<file path="src/rtl/stx_pkg.sv">
package stx_pkg;

    typedef enum logic [1:0] {
        PAR_NONE = 2'd0,
        PAR_EVEN = 2'd1,
        PAR_ODD  = 2'd2
    } parity_e;

    typedef enum logic [2:0] {
        ST_IDLE   = 3'd0,
        ST_START  = 3'd1,
        ST_DATA   = 3'd2,
        ST_PARITY = 3'd3,
        ST_STOP   = 3'd4
    } frame_state_e;

    localparam int unsigned DIV_W = 16;

endpackage

</file>
<file path="src/rtl/stx_baud.sv">
module stx_baud
    import stx_pkg::*;
#(
    parameter bit               FIXED_RATE = 1'b0,
    parameter logic [DIV_W-1:0] FIXED_DIV  = 16'd433
) (
    input  logic             clk,
    input  logic             rst_n,
    input  logic             restart,
    input  logic [DIV_W-1:0] divisor,
    output logic             tick
);

    logic [DIV_W-1:0] div_sel;
    logic [DIV_W-1:0] cnt_q;

    generate
        if (FIXED_RATE) begin : g_fixed
            assign div_sel = FIXED_DIV;
        end else begin : g_runtime
            assign div_sel = divisor;
        end
    endgenerate

    assign tick = (cnt_q == '0);

    // The divisor is sampled only when a bit starts, so a change mid-bit waits
    always_ff @(posedge clk or negedge rst_n) begin
        if (!rst_n) begin
            cnt_q <= '0;
        end else if (restart || tick) begin
            cnt_q <= div_sel;
        end else begin
            cnt_q <= cnt_q - 1'b1;
        end
    end

endmodule

</file>
<file path="src/rtl/stx_hold.sv">
module stx_hold #(
    parameter int unsigned DATA_BITS = 8
) (
    input  logic                 clk,
    input  logic                 rst_n,
    input  logic                 wr_en,
    input  logic [DATA_BITS-1:0] wr_data,
    input  logic                 load,
    input  logic                 ovr_clr,
    output logic                 full,
    output logic [DATA_BITS-1:0] data,
    output logic                 overrun
);

    always_ff @(posedge clk or negedge rst_n) begin
        if (!rst_n) begin
            full <= 1'b0;
            data <= '0;
        end else begin
            if (wr_en) begin
                data <= wr_data;
                full <= 1'b1;
            end else if (load) begin
                full <= 1'b0;
            end
        end
    end

    // Setting wins over clearing so an overrun event is never lost
    always_ff @(posedge clk or negedge rst_n) begin
        if (!rst_n) begin
            overrun <= 1'b0;
        end else begin
            overrun <= (wr_en && full) || (overrun && !ovr_clr);
        end
    end

endmodule

</file>
<file path="src/rtl/stx_shift.sv">
module stx_shift
    import stx_pkg::*;
#(
    parameter int unsigned DATA_BITS = 8,
    parameter parity_e     PARITY    = PAR_EVEN
) (
    input  logic                 clk,
    input  logic                 rst_n,
    input  logic                 tick,
    input  logic                 hold_full,
    input  logic [DATA_BITS-1:0] hold_data,
    output logic                 load,
    output logic                 line,
    output logic                 busy
);

    localparam int unsigned CNT_W   = (DATA_BITS > 1) ? $clog2(DATA_BITS) : 1;
    localparam logic [CNT_W-1:0] LAST_BIT = CNT_W'(DATA_BITS - 1);
    localparam bit  HAS_PAR = (PARITY != PAR_NONE);
    localparam bit  ODD_PAR = (PARITY == PAR_ODD);

    frame_state_e         state_q, state_d;
    logic [DATA_BITS-1:0] sh_q;
    logic [CNT_W-1:0]     bit_q;
    logic                 par_q;
    logic                 last_bit;

    assign last_bit = (bit_q == LAST_BIT);

    // Hand-off: from idle, or straight out of the stop bit for back-to-back frames
    assign load = hold_full && ((state_q == ST_IDLE) || ((state_q == ST_STOP) && tick));

    always_ff @(posedge clk or negedge rst_n) begin
        if (!rst_n) begin
            state_q <= ST_IDLE;
        end else begin
            state_q <= state_d;
        end
    end

    always_comb begin
        state_d = state_q;
        unique case (state_q)
            ST_IDLE: begin
                if (hold_full) state_d = ST_START;
            end
            ST_START: begin
                if (tick) state_d = ST_DATA;
            end
            ST_DATA: begin
                if (tick && last_bit) state_d = HAS_PAR ? ST_PARITY : ST_STOP;
            end
            ST_PARITY: begin
                if (tick) state_d = ST_STOP;
            end
            ST_STOP: begin
                if (tick) state_d = hold_full ? ST_START : ST_IDLE;
            end
            default: state_d = ST_IDLE;
        endcase
    end

    always_ff @(posedge clk or negedge rst_n) begin
        if (!rst_n) begin
            sh_q  <= '0;
            bit_q <= '0;
            par_q <= 1'b0;
        end else if (load) begin
            sh_q  <= hold_data;
            bit_q <= '0;
            par_q <= (^hold_data) ^ ODD_PAR;
        end else if ((state_q == ST_DATA) && tick) begin
            sh_q  <= sh_q >> 1;
            bit_q <= bit_q + 1'b1;
        end
    end

    always_comb begin
        line = 1'b1;
        busy = 1'b1;
        unique case (state_q)
            ST_IDLE: begin
                line = 1'b1;
                busy = 1'b0;
            end
            ST_START:  line = 1'b0;
            ST_DATA:   line = sh_q[0];
            ST_PARITY: line = par_q;
            ST_STOP:   line = 1'b1;
            default: begin
                line = 1'b1;
                busy = 1'b0;
            end
        endcase
    end

endmodule

</file>
<file path="src/rtl/serial_tx.sv">
module serial_tx
    import stx_pkg::*;
#(
    parameter int unsigned      DATA_BITS  = 8,
    parameter parity_e          PARITY     = PAR_EVEN,
    parameter bit               FIXED_RATE = 1'b0,
    parameter logic [DIV_W-1:0] FIXED_DIV  = 16'd433
) (
    input  logic                 clk,
    input  logic                 rst_n,
    input  logic                 wr_en,
    input  logic [DATA_BITS-1:0] wr_data,
    input  logic                 ovr_clr,
    input  logic [15:0]          divisor,
    input  logic                 brk_force,
    output logic                 txd,
    output logic                 hold_ready,
    output logic                 shift_empty,
    output logic                 overrun
);

    logic                 tick;
    logic                 load;
    logic                 hold_full;
    logic [DATA_BITS-1:0] hold_data;
    logic                 line;
    logic                 busy;

    stx_baud #(
        .FIXED_RATE (FIXED_RATE),
        .FIXED_DIV  (FIXED_DIV)
    ) u_baud (
        .clk     (clk),
        .rst_n   (rst_n),
        .restart (load),
        .divisor (divisor),
        .tick    (tick)
    );

    stx_hold #(
        .DATA_BITS (DATA_BITS)
    ) u_hold (
        .clk     (clk),
        .rst_n   (rst_n),
        .wr_en   (wr_en),
        .wr_data (wr_data),
        .load    (load),
        .ovr_clr (ovr_clr),
        .full    (hold_full),
        .data    (hold_data),
        .overrun (overrun)
    );

    stx_shift #(
        .DATA_BITS (DATA_BITS),
        .PARITY    (PARITY)
    ) u_shift (
        .clk       (clk),
        .rst_n     (rst_n),
        .tick      (tick),
        .hold_full (hold_full),
        .hold_data (hold_data),
        .load      (load),
        .line      (line),
        .busy      (busy)
    );

    assign txd         = brk_force ? 1'b0 : line;
    assign hold_ready  = !hold_full;
    assign shift_empty = !busy;

endmodule

</file>
<file path="config.mk">
export PLATFORM = sky130hd
export DESIGN_NAME = serial_tx
export DESIGN_NICKNAME = d
export VERILOG_FILES = /design/src/rtl/stx_pkg.sv /design/src/rtl/stx_baud.sv /design/src/rtl/stx_hold.sv /design/src/rtl/stx_shift.sv /design/src/rtl/serial_tx.sv
export SDC_FILE = /design/constraint.sdc
export NUM_CORES = 1
export LEC_CHECK = 0
export BUFFER_PORTS_ARGS = -buffer_cell sky130_fd_sc_hd__buf_4
export CAP_MARGIN = 10
export CORE_UTILIZATION = 53
export CTS_CLUSTER_DIAMETER = 120
export DETAILED_ROUTE_END_ITERATION = 10
export PLACE_DENSITY = 0.75
export SKIP_CTS_REPAIR_TIMING = 1
export SLEW_MARGIN = 30
export SYNTH_ARGS = -nofsm -noshare
export SYNTH_HDL_FRONTEND = slang
export SYNTH_SLANG_ARGS = --single-unit
</file>
<file path="constraint.sdc">
create_clock -name clk -period 2.3 [get_ports clk]
set_clock_uncertainty 0.15 [all_clocks]
set_input_delay 0.23 -clock clk [delete_from_list [all_inputs] [get_ports clk]]
set_output_delay 0.23 -clock clk [all_outputs]
set_load 0.02 [all_outputs]
</file>
==> results of run 1 <==
## sequential cells by signal, summed over array words and instances, names as in the netlist
name / count
u_baud.cnt_q: 16
u_hold.data: 8
u_shift.sh_q: 8
u_shift.bit_q: 3
u_shift.state_q: 3
u_hold.overrun: 1
u_hold.full: 1
u_shift.par_q: 1
## layout by cell type (no fill, tap or decap), types with 5 or more instances in the layout
| master | instances |
|---|---|
| xnor2_1 | 18 |
| buf_4 | 43 |
| nor2_1 | 13 |
| a21oi_1 | 5 |
| mux2_4 | 10 |
| clkbuf_8 | 6 |
| nand4_1 | 6 |
| mux2_2 | 13 |
| inv_1 | 7 |
| o221a_2 | 7 |
| nand3_1 | 5 |
| dfrtp_1 | 41 |
| nand2_1 | 14 |
| o21ai_0 | 8 |
## per-layer routing
metal	global-route usage [%]	up-vias	share of wire, %
met3	7.53	8	4.5
met2	38.1	29	51
met1	25.6	746	42
met4	9.31	0	1.9
met5	0	-	0
li1	-	784	-
## where the power goes
part / leakage [nW] / internal, W / switching [W]
Combinational: 0.665 / 0.000526 / 0.000313
Sequential: 0.486 / 0.000964 / 0.000268
Clock: 0.0585 / 0.000354 / 0.000242
## cells by family (layout without fill, tap and decap cells)
kind of cell               count (synthesis)  after routing
and+or+nand+nor                           58             58
DFF                                       41             41
AOI/OAI and AO/OA                         29             29
muxes                                     25             25
xor gates and xnor gates                  22             22
buffers and inverters                     14             62
adders and majority gates                  4              4
## how the worst max path moves through the flow
stage                     cells after the start  slack, ps                          end
after detailed placement                      7        190    u_baud.cnt_q[7]$_DFF_PN0_
after global placement                        7        250    u_shift.par_q$_DFFE_PN0P_
after global routing                          7         20  u_shift.sh_q[1]$_DFFE_PN0P_
final                                         7        200    u_baud.cnt_q[7]$_DFF_PN0_
after floorplan                               6        310    u_shift.par_q$_DFFE_PN0P_
after CTS                                     7        180   u_baud.cnt_q[10]$_DFF_PN0_
## worst register-to-register path: cells and delay by family (launching register included)
kind                     cells  cell delay (ps)
multiplexers                 1              300
flip-flops                   1              400
AND/OR/NAND/NOR              3              730
buffers and inverters        2              280
adder cells (fa/ha/maj)      1              140
## layout make-up
cell class	instances	area share, %
Timing Repair Buffer	47	13.4
Tap cell	50	2.31
Multi-Input combinational cell	138	41.3
Inverter	7	0.968
Sequential cell	41	37.8
Clock inverter	1	1.11
Clock buffer	7	3.18
## stage by stage
stage | hold WS, ps | util, %
after floorplan | -216 | -
after global placement | 86.6 | 63.9
after detailed placement | 93.2 | 63.9
after CTS | -235 | 66.8
after global routing | 0.465 | 67.8
final | 11.7 | 67.8
==> summary.md, run 1 <==
| Metric | Value |
|---|---|
| Syn Inst Count | 193 |
| Fin. Hold Viols | 0 |
| TNS Setup | 0 ps |
| DRT Wirelength | 4250 um |
| Area of the multi-input gates | 1120 um2 |
| Xor/xnor share of the synthesized area | 8.70% |
| Asr flop ratio synth | 100% |
| Post-DR wirelength/cell | 14.6 um |
| CTS sink cnt | 41 |
| Flops & latches, synth | 41 |
| Syn-to-layout area delta | 22.5% |
| Critical Path Max Stage Delay | 400 ps |
| RSZ-0062 raised after global routing | no |
| Filler cell count in the final layout | 308 |
| Pre-CTS WS | 191 ps |
| DR iter-0 viols | 90 |
| Initial Util | 55.4% |
| I/O pin count | 33 |
| Syn nets | 226 |
| Ant. Diodes | 0 |
| Dominant synthesized flop cell | dfrtp_1 |
| Vias in the first global route | 1585 |
| Reg clk slew, reported paths | 70 ps |
| Max Root-Sink Buffers | 2 |
| Mux cell area share after synthesis | 14.3% |
| Worst Hold Depth | 2 |
| Slew headroom | 65.7% |
| Hold path start | wr_data[6] |
| Placer Congestion | 0.799 |
| Fin worst setup slack | 198 ps |
| CP Buf/Inv Count | 2 |
| FF+latch area | 1030 um2 |
| Area after DPL | 2560 um2 |
| Initial antenna violation count | 0 |
| Cell area after layout | 2710 um2 |
| Setup crit start kind | flip-flop |
| Yosys top cell area share | 46.3% |
| Setup crit end kind | flip-flop |
| Drt drc | 0 |
| # nets final | 273 |
| Compound-Gate Fraction of Synth Area | 10.2% |
| Largest net degree at the start of global routing | 42 |
| Max_cap viols | 0 |
| Post-synth cell types | 40 |
| Placed cell count | 279 |
| Die Y | 66.7 um |
| CP max FO | 9 |
| Die width | 66.7 um |
| First-pass GRT wire length | 7160 um |
| Largest family of logic cells by synthesized area | simple AND/OR/NAND/NOR gates |
| Critical setup path kind | flip-flop to flip-flop |
| Flop2flop setup slack | 200 ps |
| Worst Hold Endpoint | u_hold.data[6]$_DFFE_PN0P_ |
| Critical R2R Launch | u_baud.cnt_q[0]$_DFF_PN0_ |
| Buffers on Ports | 32 |
| HP Class | primary input to flip-flop |
| DRT Pass-1 Iters | 4 |
| Critical path cell sequence | inv_1 > ha_1 > nor4b_2 > and4_1 > nor2_4 > buf_4 > mux2_4 |
| Pleak | 1.21 nW |
| Synthesized area | 2220 um2 |
| Count leader, synth | dfrtp_1 |
| Family with the most delay on the worst path | simple AND/OR/NAND/NOR gates |
| Worst EP arrival | 2130 ps |
| CTS tree | built |
| Worst Path Required | 2330 ps |
| FMAX | 476 MHz |
| Worst-margin pin slew | 514 ps |
| Root Buffer | clkbuf_8 |
| Area leader, netlist | dfrtp_1 |
| Final slew viol count | 0 |
| Syn. warnings | 0 |
| Non-filler cells, final | 291 |
| CP max-delay cell | dfrtp_1 |
| Final min period | 2100 ps |
| Average size of a mapped cell | 11.5 um2 |
| R2r endpoint | u_baud.cnt_q[7]$_DFF_PN0_ |
| Core area | 4000 um2 |
| Routed via count | 1567 |
| Overall routing resource usage | 22.5% |
| Power per Cell Area | 983 nW/um2 |
| Tcrit/Tclk final | 91.4% |
| Die Area | 4440 um2 |
| H-tree levels | 2 |
| Num rows | 23 |
| Number of synthesized flops with an enable pin | 0 |
| Clock latency on the worst-skew pair | 290 ps |
| Synth cell count leaders | dfrtp_1, xnor2_1, nand2_1 |
| Vias per inst | 5.38 |
| Post-DP HPWL | 3100 um |
| Status | completed |
| Adder-Cell Fraction of Synth Area | 2.26% |
| TritonCTS Buffers | 5 |
| Max rail drop VDD | 0.446 mV |
| Antenna violation net count after detailed routing | 0 |
| Top cells by area in the synthesized netlist | dfrtp_1, xnor2_1, mux2_4 |
| Grt total ovfl | 0 |
| Crit path from | u_baud.cnt_q[0]$_DFF_PN0_ |
| Cell count of the worst reg-to-reg path | 7 |
| Seq/Total Area, Yosys | 46.3% |
| Ratio of cells with drive above 1 in the final layout | 36.5% |
| Pwr Total | 0.00267 W |
| Synth Area in Simple Gates | 15.1% |
| # setup viols final | 0 |
(Power assumes the default switching activity.)
==> run 2, diff against run 1 <==
--- a/constraint.sdc
+++ b/constraint.sdc
@@ -3,3 +3,3 @@
 set_input_delay 0.23 -clock clk [delete_from_list [all_inputs] [get_ports clk]]
 set_output_delay 0.23 -clock clk [all_outputs]
-set_load 0.02 [all_outputs]
+set_load 0.1 [all_outputs]
==> summary.md, run 2 (synthesis gave the netlist of run 1 again) <==
| Metric | Value |
|---|---|
| Status | completed |
| Max_cap viols | 0 |
| CTS tree | built |
| Die Area | 4440 um2 |
| Critical setup path kind | flip-flop to flip-flop |
| Setup crit start kind | flip-flop |
| Placer Congestion | 0.835 |
| Power per Cell Area | 959 nW/um2 |
| Commonest cells after routing, fill and taps aside | buf_4, dfrtp_1, xnor2_1, nand2_1 |
| Num rows | 23 |
| Worst Path Required | 2330 ps |
| Die Y | 66.7 um |
| Critical path cell sequence | nor4_4 > and4_1 > nor2_4 > buf_4 > mux2_4 |
| FMAX | 473 MHz |
| Fin. Hold Viols | 0 |
| Largest net degree at the start of global routing | 42 |
| Max FFs per register | 16 |
| # setup viols final | 0 |
| DR iter-0 viols | 65 |
| Initial antenna violation count | 0 |
| TritonCTS Buffers | 5 |
| Worst-margin pin slew | 502 ps |
| Non-filler cells, final | 287 |
| Fin worst setup slack | 184 ps |
| Final slew viol count | 0 |
| Overall routing resource usage | 21.0% |
| Pleak | 1.18 nW |
| Initial Util | 55.4% |
| Filler cell count in the final layout | 320 |
| Area after DPL | 2550 um2 |
| Max rail drop VDD | 0.494 mV |
| Critical Path Max Stage Delay | 460 ps |
| Worst EP arrival | 2150 ps |
| Ratio of cells with drive above 1 in the final layout | 37.1% |
| Vias per inst | 5.54 |
| Root Buffer | clkbuf_8 |
| Final min period | 2120 ps |
| Antenna violation net count after detailed routing | 0 |
| RSZ-0062 raised after global routing | no |
| Tcrit/Tclk final | 92.0% |
| Core area | 4000 um2 |
| Die width | 66.7 um |
| Post-DP HPWL | 3110 um |
| Drt drc | 0 |
| CP max FO | 11 |
| Max Root-Sink Buffers | 2 |
| I/O pin count | 33 |
| Vias in the first global route | 1472 |
| Top reg by flops | u_baud.cnt_q |
| Cell area after layout | 2660 um2 |
| Syn-to-layout area delta | 19.9% |
| DRT Pass-1 Iters | 4 |
| Reg clk slew, reported paths | 80 ps |
| TNS Setup | 0 ps |
| HP Class | primary input to flip-flop |
| Setup crit end kind | flip-flop |
| Clock latency on the worst-skew pair | 290 ps |
| Grt total ovfl | 0 |
| Pre-CTS WS | 184 ps |
| CP max-delay cell | dfrtp_1 |
| Post-DR wirelength/cell | 14.9 um |
| CTS sink cnt | 41 |
| Slew headroom | 66.5% |
| Ant. Diodes | 0 |
| Routed via count | 1591 |
| First-pass GRT wire length | 6840 um |
| Largest registers | u_baud.cnt_q (16), u_hold.data (8), u_shift.sh_q (8) |
| Placed cell count | 277 |
| DRT Wirelength | 4270 um |
| Buffers on Ports | 32 |
| H-tree levels | 2 |
| # nets final | 269 |
## run 2: routing by layer
| metal | track usage [%] | routed length, um | vias to the layer above |
|---|---|---|---|
| met1 | 26.1 | 1920 | 775 |
| met2 | 35.1 | 2110 | 36 |
| li1 | - | - | 771 |
| met4 | 7.98 | 64 | 0 |
| met3 | 4.97 | 168 | 9 |
| met5 | 0 | 0 | - |
## run 2: metrics by stage
step | utilization, % | power (W) | hold WS (ps)
2_1_floorplan | - | 0.00185 | -216
3_3_place_gp | 63.8 | 0.00206 | 88.6
3_5_place_dp | 63.8 | 0.00209 | 91.1
4_1_cts | 65.9 | 0.00256 | -233
5_1_grt | 66.4 | 0.00270 | 3.48
6_report | 66.4 | 0.00255 | 10.5
## run 2: power by group
group | switching (W) | leakage [nW] | internal, W
combinational | 0.000347 | 0.653 | 0.000516
sequential | 0.000259 | 0.486 | 0.000964
clock | 0.000251 | 0.0450 | 0.000211
total | 0.000857 | 1.18 | 0.00169
## run 2: cell type report
class	instances	area, um2	area share (%)
Clock buffer	6	72.6	2.73
Multi-Input combinational cell	138	1130	42.6
Timing Repair Buffer	43	328	12.3
Clock inverter	2	10.0	0.377
Inverter	7	26.3	0.989
Tap cell	50	62.6	2.36
Sequential cell	41	1030	38.6
## run 2: worst paths after layout
path,endpoint,depth (start not counted),from,slack (ps)
worst max-delay path,u_baud.cnt_q[8]$_DFF_PN0_,5,u_baud.cnt_q[10]$_DFF_PN0_,180
worst min register to register,u_shift.par_q$_DFFE_PN0P_,1,u_shift.par_q$_DFFE_PN0P_,360
worst max register to register,u_baud.cnt_q[8]$_DFF_PN0_,5,u_baud.cnt_q[10]$_DFF_PN0_,180
max in group asynchronous,u_shift.sh_q[5]$_DFFE_PN0P_,2,rst_n,1360
min in group asynchronous,u_baud.cnt_q[12]$_DFF_PN0_,2,rst_n,290
worst min-delay path,u_hold.data[7]$_DFFE_PN0P_,3,wr_data[7],10
## run 2: worst max-delay path, delay by kind of cell (launching register included)
kind          cells  cell delay, ps
buf+inv           1             200
flops             1             460
mux               1             330
simple gates      3             860
==> run 3, diff against run 2 <==
- BUFFER_PORTS_ARGS: -buffer_cell sky130_fd_sc_hd__buf_4 -> -buffer_cell sky130_fd_sc_hd__buf_2
- REMOVE_ABC_BUFFERS: not set -> 1
==> summary.md, run 3 (synthesis gave the netlist of run 1 again) <==
| Metric | Value |
|---|---|
| Commonest cells after routing, fill and taps aside | dfrtp_1, buf_2, xnor2_1, nand2_1 |
| Overall routing resource usage | 21.8% |
| DRT Pass-1 Iters | 7 |
| # nets final | 269 |
| Clock network fraction of design power | 17.1% |
| Initial Util | 55.4% |
| Seq pwr share | 48.8% |
| Top reg by flops | u_baud.cnt_q |
| Reg clk slew, reported paths | 70 ps |
| Internal | 0.00167 W |
| R2r endpoint | u_shift.sh_q[1]$_DFFE_PN0P_ |
| Die width | 66.7 um |
| Filler cell count in the final layout | 333 |
| Ratio of cells with drive above 1 in the final layout | 36.2% |
| Power per Cell Area | 974 nW/um2 |
| Root Buffer | clkbuf_8 |
| Die Area | 4440 um2 |
| Max FFs per register | 16 |
| Max rail drop VDD | 0.457 mV |
| Num rows | 23 |
| CP max FO | 7 |
| Cell count of the worst reg-to-reg path | 7 |
| TritonCTS Buffers | 5 |
| Slew headroom | 62.5% |
| Vias per inst | 5.46 |
| Grt total ovfl | 0 |
| Setup crit end kind | flip-flop |
| Drt drc | 0 |
| First-pass GRT wire length | 7140 um |
| Syn-to-layout area delta | 16.0% |
| Core area | 4000 um2 |
| Status | completed |
| DRT Wirelength | 4220 um |
| Pre-CTS WS | 177 ps |
| Critical R2R Launch | u_baud.cnt_q[0]$_DFF_PN0_ |
| FMAX | 466 MHz |
| Critical setup path kind | flip-flop to flip-flop |
| Final min period | 2140 ps |
| Clock latency on the worst-skew pair | 280 ps |
| HP Class | primary input to flip-flop |
| Placer Congestion | 0.929 |
| Fin. Hold Viols | 0 |
| # setup viols final | 0 |
| Largest registers | u_baud.cnt_q (16), u_hold.data (8), u_shift.sh_q (8) |
| Post-DR wirelength/cell | 14.8 um |
| Final slew viol count | 0 |
| Flop2flop setup slack | 160 ps |
| Pleak | 1.15 nW |
| Fin util | 64.3% |
| Initial antenna violation count | 0 |
| Die Y | 66.7 um |
| Worst Hold Endpoint | u_hold.data[7]$_DFFE_PN0P_ |
| H-tree levels | 2 |
| Buffers on Ports | 32 |
| Max Root-Sink Buffers | 2 |
| Largest net degree at the start of global routing | 42 |
| Vias in the first global route | 1599 |
| Hold path start | wr_data[7] |
| DR iter-0 viols | 92 |
| Comb pwr share | 34.1% |
| RSZ-0062 raised after global routing | no |
| Setup crit start kind | flip-flop |
| Worst EP arrival | 2220 ps |
| Max_cap viols | 0 |
| Post-DP HPWL | 3030 um |
| P_sw | 0.000835 W |
| CTS sink cnt | 41 |
| Tcrit/Tclk final | 93.2% |
| Ant. Diodes | 0 |
| Worst Hold Depth | 3 |
| Routed via count | 1555 |
| Worst Path Required | 2370 ps |
| Fin worst setup slack | 155 ps |
| CTS tree | built |
| Sw frac | 33.3% |
| TNS Setup | 0 ps |
| Antenna violation net count after detailed routing | 0 |
| Worst-margin pin slew | 558 ps |
| Commonest non-fill, non-tap cell in the layout | dfrtp_1 |
| I/O pin count | 33 |
==> run 3: layout make-up <==
cell class | instances | area (um2) | area share [%]
clock inverter | 1 | 5.00 | 0.195
timing repair buffer | 43 | 263 | 10.2
tap | 50 | 62.6 | 2.43
sequential | 41 | 1030 | 39.9
multi-input combinational | 138 | 1120 | 43.6
inverter | 7 | 26.3 | 1.02
clock buffer | 5 | 68.8 | 2.68
==> run 3: worst max-delay path by stage <==
| stage | to | slack [ps] | from |
|---|---|---|---|
| 2_1_floorplan | shift_empty | -300 | u_shift.state_q[2]$_DFFE_PN0P_ |
| 6_report | u_shift.sh_q[1]$_DFFE_PN0P_ | 160 | u_baud.cnt_q[0]$_DFF_PN0_ |
| 3_3_place_gp | u_baud.cnt_q[6]$_DFF_PN0_ | 260 | u_baud.cnt_q[0]$_DFF_PN0_ |
| 3_5_place_dp | u_baud.cnt_q[6]$_DFF_PN0_ | 180 | u_baud.cnt_q[0]$_DFF_PN0_ |
| 5_1_grt | u_shift.sh_q[1]$_DFFE_PN0P_ | 30 | u_baud.cnt_q[0]$_DFF_PN0_ |
| 4_1_cts | u_shift.sh_q[1]$_DFFE_PN0P_ | 150 | u_baud.cnt_q[0]$_DFF_PN0_ |
==> run 3: critical path, cell delays in order, from the launching register on <==
cell	delay [ps]
dfrtp_1	390
inv_1	100
ha_1	150
nor4b_2	290
and4_1	380
buf_4	180
a31o_2	230
o221a_2	210
==> run 3: power by group through the flow <==
stage	combinational (W)	clock, W	sequential, W
final	0.000855	0.000428	0.00122
after global routing	0.000934	0.000478	0.00125
after CTS	0.000866	0.000442	0.00122
after detailed placement	0.000857	0	0.00122
after global placement	0.000820	0	0.00122
after floorplan	0.000660	0	0.00118
==> run 3: through the flow <==
step / hold WS [ps] / power (W) / std cells / instance area [um2]
5_1_grt: 8.41 / 0.00267 / 285 / 2570
3_3_place_gp: 248 / 0.00205 / 277 / 2470
3_5_place_dp: 265 / 0.00208 / 277 / 2470
2_1_floorplan: -216 / 0.00184 / 186 / 2170
4_1_cts: -41.9 / 0.00253 / 283 / 2550
6_report: 16.3 / 0.00250 / 285 / 2570
==> run 3: routing by layer <==
layer	wire length, um	vias to the layer above	track usage [%]
li1	-	766	-
met1	1780	739	25.6
met2	2190	44	37.9
met3	192	6	4.97
met4	53	0	9.31
met5	0	-	0
